## config.mk

```make
export PLATFORM = sky130hd
export DESIGN_NAME = trip_search_step
export DESIGN_NICKNAME = d
export VERILOG_FILES = /design/src/rtl/trip_pkg.sv /design/src/rtl/trip_fsm.sv /design/src/rtl/trip_decide.sv /design/src/rtl/trip_search_step.sv
export SDC_FILE = /design/constraint.sdc
export NUM_CORES = 1
export LEC_CHECK = 0
export CORE_AREA = 4 4 41 43
export CTS_CLUSTER_DIAMETER = 30
export CTS_CLUSTER_SIZE = 40
export DETAILED_ROUTE_END_ITERATION = 12
export DIE_AREA = 0 0 45 47
export MAX_ROUTING_LAYER = met4
export PLACE_DENSITY = 0.8
export SLEW_MARGIN = 20
export SYNTH_ARGS = -nofsm -noshare
export SYNTH_HDL_FRONTEND = slang
export SYNTH_SLANG_ARGS = --single-unit
```

## constraint.sdc

```tcl
create_clock -name clk -period 1.2 [get_ports clk]
set_input_delay 0.24 -clock clk [delete_from_list [all_inputs] [get_ports clk]]
set_output_delay 0.24 -clock clk [all_outputs]
set_load 0.02 [all_outputs]
```

## src/rtl/trip_pkg.sv

```systemverilog
package trip_pkg;

    typedef enum logic [2:0] {
        ST_IDLE,
        ST_RD_ID,
        ST_RD_CMP,
        ST_WR,
        ST_FIN
    } trip_state_e;

    // packed MSB first: bit2 = direction taken, bit1 = complement, bit0 = true bit
    typedef struct packed {
        logic dir;
        logic cmp;
        logic id;
    } trip_status_t;

    localparam int STATUS_W = $bits(trip_status_t);

    // Branch choice for one address position
    function automatic trip_status_t trip_resolve(logic id, logic cmp, logic dir_req);
        trip_status_t s;
        s.id  = id;
        s.cmp = cmp;
        if (id && cmp)        s.dir = 1'b0;     // nobody answered: abort
        else if (!id && !cmp) s.dir = dir_req;  // conflict: follow request
        else                  s.dir = id;       // single branch present
        return s;
    endfunction

endpackage

```

## src/rtl/trip_fsm.sv

```systemverilog
module trip_fsm
    import trip_pkg::*;
(
    input  logic clk,
    input  logic rst,
    input  logic start_i,
    input  logic slot_ack_i,
    input  logic abort_i,
    output logic accept_o,
    output logic cap_id_o,
    output logic cap_cmp_o,
    output logic load_o,
    output logic slot_req_o,
    output logic slot_write_o,
    output logic busy_o,
    output logic done_o
);

    trip_state_e st_q, st_d;

    assign busy_o       = (st_q != ST_IDLE);
    assign done_o       = (st_q == ST_FIN);
    assign accept_o     = start_i && (st_q == ST_IDLE);
    assign slot_req_o   = (st_q == ST_RD_ID) || (st_q == ST_RD_CMP) || (st_q == ST_WR);
    assign slot_write_o = (st_q == ST_WR);
    assign cap_id_o     = (st_q == ST_RD_ID)  && slot_ack_i;
    assign cap_cmp_o    = (st_q == ST_RD_CMP) && slot_ack_i;
    assign load_o       = (cap_cmp_o && abort_i) || ((st_q == ST_WR) && slot_ack_i);

    always_comb begin
        st_d = st_q;
        unique case (st_q)
            ST_IDLE:   if (start_i)    st_d = ST_RD_ID;
            ST_RD_ID:  if (slot_ack_i) st_d = ST_RD_CMP;
            ST_RD_CMP: if (slot_ack_i) st_d = abort_i ? ST_FIN : ST_WR;
            ST_WR:     if (slot_ack_i) st_d = ST_FIN;
            ST_FIN:                    st_d = ST_IDLE;
            default:                   st_d = ST_IDLE;
        endcase
    end

    always_ff @(posedge clk) begin
        if (rst) st_q <= ST_IDLE;
        else     st_q <= st_d;
    end

    // completion lasts a single cycle
    a_r9_done_pulse: assert property (@(posedge clk) disable iff (rst)
        done_o |=> !done_o);

    // request and its kind hold until acknowledged
    a_r2_req_held: assert property (@(posedge clk) disable iff (rst)
        (slot_req_o && !slot_ack_i) |=> (slot_req_o && $stable(slot_write_o)));

    // accepted start makes the unit busy next cycle
    a_r10_busy_after_start: assert property (@(posedge clk) disable iff (rst)
        (start_i && !busy_o) |=> busy_o);

    // start during a step does not end it
    a_r8_start_ignored: assert property (@(posedge clk) disable iff (rst)
        (busy_o && !done_o && start_i) |=> busy_o);

endmodule

```

## src/rtl/trip_decide.sv

```systemverilog
module trip_decide
    import trip_pkg::*;
(
    input  logic                clk,
    input  logic                rst,
    input  logic                accept_i,
    input  logic                dir_i,
    input  logic                cap_id_i,
    input  logic                cap_cmp_i,
    input  logic                load_i,
    input  logic                rbit_i,
    input  logic                busy_i,
    input  logic                done_i,
    input  logic                wr_slot_i,
    output logic                abort_o,
    output logic                wbit_o,
    output logic [STATUS_W-1:0] status_o
);

    logic         dir_q;
    logic         id_q;
    trip_status_t res_q, res_d, status_q;

    assign abort_o  = id_q && rbit_i;
    assign res_d    = cap_cmp_i ? trip_resolve(id_q, rbit_i, dir_q) : res_q;
    assign wbit_o   = res_q.dir;
    assign status_o = status_q;

    always_ff @(posedge clk) begin
        if (rst) begin
            dir_q    <= 1'b0;
            id_q     <= 1'b0;
            res_q    <= '0;
            status_q <= '0;
        end else begin
            if (accept_i) dir_q <= dir_i;
            if (cap_id_i) id_q  <= rbit_i;
            res_q <= res_d;
            if (load_i) status_q <= res_d;
        end
    end

    // status moves only in the completion cycle
    a_r9_status_holds: assert property (@(posedge clk) disable iff (rst)
        !done_i |-> $stable(status_o));

    // latched direction is frozen during a step
    a_r7_dir_frozen: assert property (@(posedge clk) disable iff (rst)
        (busy_i && $past(busy_i)) |-> $stable(dir_q));

    // no write slot after an all-ones read pair
    a_r4_no_write_on_abort: assert property (@(posedge clk) disable iff (rst)
        wr_slot_i |-> !(id_q && res_q.cmp));

    // single present branch is the one written
    a_r6_follow_single: assert property (@(posedge clk) disable iff (rst)
        (wr_slot_i && (id_q != res_q.cmp)) |-> (wbit_o == id_q));

endmodule

```

## src/rtl/trip_search_step.sv

```systemverilog
module trip_search_step
    import trip_pkg::*;
(
    input  logic                clk,
    input  logic                rst,
    input  logic                start_i,
    input  logic                dir_i,
    output logic                busy_o,
    output logic                done_o,
    output logic [STATUS_W-1:0] status_o,
    output logic                slot_req_o,
    output logic                slot_write_o,
    output logic                slot_wbit_o,
    input  logic                slot_ack_i,
    input  logic                slot_rbit_i
);

    logic accept, cap_id, cap_cmp, load, abort;

    trip_fsm u_fsm (
        .clk          (clk),
        .rst          (rst),
        .start_i      (start_i),
        .slot_ack_i   (slot_ack_i),
        .abort_i      (abort),
        .accept_o     (accept),
        .cap_id_o     (cap_id),
        .cap_cmp_o    (cap_cmp),
        .load_o       (load),
        .slot_req_o   (slot_req_o),
        .slot_write_o (slot_write_o),
        .busy_o       (busy_o),
        .done_o       (done_o)
    );

    trip_decide u_dec (
        .clk       (clk),
        .rst       (rst),
        .accept_i  (accept),
        .dir_i     (dir_i),
        .cap_id_i  (cap_id),
        .cap_cmp_i (cap_cmp),
        .load_i    (load),
        .rbit_i    (slot_rbit_i),
        .busy_i    (busy_o),
        .done_i    (done_o),
        .wr_slot_i (slot_req_o && slot_write_o),
        .abort_o   (abort),
        .wbit_o    (slot_wbit_o),
        .status_o  (status_o)
    );

    // nothing pending while idle after reset
    a_r1_idle_quiet: assert property (@(posedge clk) disable iff (rst)
        !busy_o |-> (!slot_req_o && !done_o));

endmodule

```

==> metrics.md <==
| Metric | Value |
|---|---|
| GRT Total Usage | between 10% and 20% |
| Reg2reg setup slack | -0.13 ns |
| Syn nets | 59 |
| Adder-Cell Fraction of Synth Area | 0% |
| WL/cell | 13.3 um |
| Dpl hpwl | 871 um |
| Nets | between 90 and 100 |
| Ports | 14 |
| Share of layout cells above drive strength 1 | a little over half |
| Vias | about 530 |
| Cts hold-fix bufs | 0 |
| Global routing's busiest layer | met2 |
| Chip Height | between 40 and 50 um |
| M3 GR Usage | 2.30% |
| F_max | roughly 730 MHz |
| Longest Clk Path Bufs | 2 |
| Post-synthesis simple-gate area fraction | between 20 and 25% |
| Maximum number of pins on one net before global-route repair | 8 |
| Arrival time worst endpoint | between 1 and 1.5 ns |
| Slew Viols, Final | 0 |
| Routed wire length | between 1000 and 1500 um |
| Initial antenna violation count | 0 |
| #FFs+latches synth | 11 |
| Max-slew headroom | 79.0% |
| Clk sinks | 11 |
| DP Area | about 750 um2 |
| Reg2reg start | u_fsm.st_q[0] |
| Post-synth top flop | dfxtp_1 |
| Fin Setup TNS | -1.17 ns |
| Largest area contributor in the netlist | dfxtp_1 |
| Avg Inst Size Synth | between 9 and 10 um2 |
| Final hold violation count | 0 |
| Mapped cell area | between 500 and 600 um2 |
| Slew @ Worst Pin | around 0.31 ns |
| PD cells | between 1000 and 1500 mW/mm2 |
| Final setup skew | 0.00180 ns |
| Met1 Resource Use GR | between 15 and 20% |
| Final period utilization | 115% |
| Row cnt | 13 |
| Post-synth EDFFs | 0 |
| H-Tree Depth | 1 |
| FF-to-FF path depth | 5 |
| Complex-gate fraction of the synthesized area | between 10% and 20% |
| Setup-failing EPs final | 12 |
| Core footprint | ~0.0013 mm2 |
| Via density | 5.23 |
| Residual DRC | 0 |
| Failing checks | setup timing |
| Final core occ | between 60 and 70% |
| Minimum clock period | between 1 and 1.5 ns |
| Synth cell types | 24 |
| Num CTS Buffers | 3 |
| Die area | between 0.002 and 0.0025 mm2 |
| Port-buffer cells | 13 |
| Max VDD drop | approximately 0.65 mV |
| HP Class | input port to flop |
| Worst setup path start | u_fsm.st_q[0] |
| Critical path class | flop to output port |
| Grt total ovfl | 0 |
| Grt met2 use | 26.0% |
| Antenna cells | 0 |
| Initial Util | between 30% and 40% |
| Max Fanout on Critical Path | 4 |
| Ranking of synthesized cells by area | dfxtp_1, mux2i_1, nor2_1 |
| Leak pwr | 0.368 nW |
| Worst-path clk slew | 0.07 ns |
| Synth-to-Final Area Change | 73.4% |
| Root buffer cell | clkbuf_4 |
| Post-synth ARST share | 0% |
| Max-capacitance violation count | 0 |
| Synth Area in XOR/XNOR | 0% |
| Initial drt markers | 12 |
| Reg-to-reg endpoint | u_dec.status_o[0] |
| Cell area after layout | 898 um2 |
| Die width | 45 um |
| RSZ-0062 raised after global routing | yes |
| Req. time, crit path | 0.96 ns |
| Synth top area share | 42.5% |
| End point of the critical path | busy_o |
| Register area share after synthesis | a little over two fifths |
| Yosys warning total | 0 |
| Antenna-violating nets left | 0 |
| Status | complete, but fails checks |
| Main combinational cell family by area after synthesis | simple AND/OR/NAND/NOR gates |
| Post-synthesis mux area share | between 10 and 15% |
| Fillers | 105 |
| Critical path endpoint category | output port |
| DRT Pass-1 Iters | 4 |
| CTS tree | done |
| Final GP Congestion | ~0.73 |
| Vias in the first global route | about 530 |
| Clock Latency Late Sink | around 0.27 ns |
| Post-Synthesis Cells | 53 |
| Final worst slack | -0.175 ns |
| Crit start category | flop |
| First-pass GRT wire length | about 2200 um |
[routing by layer]
metal,vias up,share of wire [%]
li1,261,-
met1,246,40
met2,15,52
met3,6,5.2
met4,0,2.7
met5,-,0
[sequential cells by signal, summed over array words and instances (netlist names)]
register and flops:
u_dec.wbit_o 1, u_fsm.st_q 3, u_dec.dir_q 1, u_dec.status_o 3, u_dec.res_q 2, u_dec.id_q 1
[per-stage QoR]
step / hold slack (ns) / total power, mW / worst slack, ns / std cells
floorplan: 0.363 / 0.498 / -0.00620 / 53
global placement: 0.489 / 0.587 / -0.395 / 91
detailed placement: 0.493 / 0.590 / -0.436 / 91
CTS: 0.413 / 0.875 / -0.184 / 100
global route: 0.438 / 0.946 / -0.203 / 101
finish: 0.424 / 0.904 / -0.175 / 101
[report_power, final]
group          internal, mW  switching (mW)
logic                 0.147           0.110
clock network         0.129           0.126
registers             0.377          0.0149
total                 0.653           0.251
[Yosys cell counts, drive strengths merged (2+ instances only)]
library cell and instances:
or3 3, dfxtp 11, mux2i 6, o221a 2, nor2 8, a211oi 2
inv 4, and4bb 2, buf 2
[what timing repair did]
item | 4_1_cts | 5_1_grt
setup buffers | 5 | 1
resized for setup | 45 | 10
endpoints found under the setup margin | 16 | 17
pin swaps | 7 | 10
[cells by family after synthesis]
group | Yosys count
simple gates | 20
flops | 11
compound gates | 10
mux | 6
buf+inv | 6
[layout make-up]
| type | count | area [um2] | area share (%) |
|---|---|---|---|
| Sequential cell | 11 | 231 | 25.8 |
| Multi-Input combinational cell | 36 | 339 | 37.7 |
| Clock buffer | 4 | 26.3 | 2.92 |
| Tap cell | 15 | 18.8 | 2.09 |
| Inverter | 4 | 15.0 | 1.67 |
| Timing Repair Buffer | 31 | 268 | 29.8 |
[how the worst min path moves through the flow]
stage,start,endpoint,slack [ns],depth (start not counted)
3_3_place_gp,u_dec.dir_q,u_dec.dir_q,0.49,2
5_1_grt,slot_ack_i,u_fsm.st_q[0],0.44,2
4_1_cts,slot_ack_i,u_fsm.st_q[0],0.41,2
3_5_place_dp,u_dec.dir_q,u_dec.dir_q,0.49,2
2_1_floorplan,slot_ack_i,u_fsm.st_q[0],0.36,1
6_report,slot_ack_i,u_fsm.st_q[0],0.42,2
[critical path: stages, from the launching register on]
cell and delay [ns]:
dfxtp_4 0.35, or3_4 0.38, buf_6 0.14
[placed cells by master, fill, tap and decap left out, drive strengths merged]
master / n
a2111oi: 1
a211oi: 2
a21oi: 1
a311oi: 1
and2: 1
and2b: 1
and4bb: 2
buf: 22
clkbuf: 5
clkdlybuf4s15: 2
clkdlybuf4s50: 4
dfxtp: 11
dlygate4sd2: 2
inv: 4
mux2i: 6
nand2: 1
nand2b: 1
nor2: 8
nor3: 1
nor4: 1
nor4b: 1
o21ai: 1
o21ba: 1
o221a: 2
o31a: 1
or3: 3
Power figures use the tool's default switching activity.
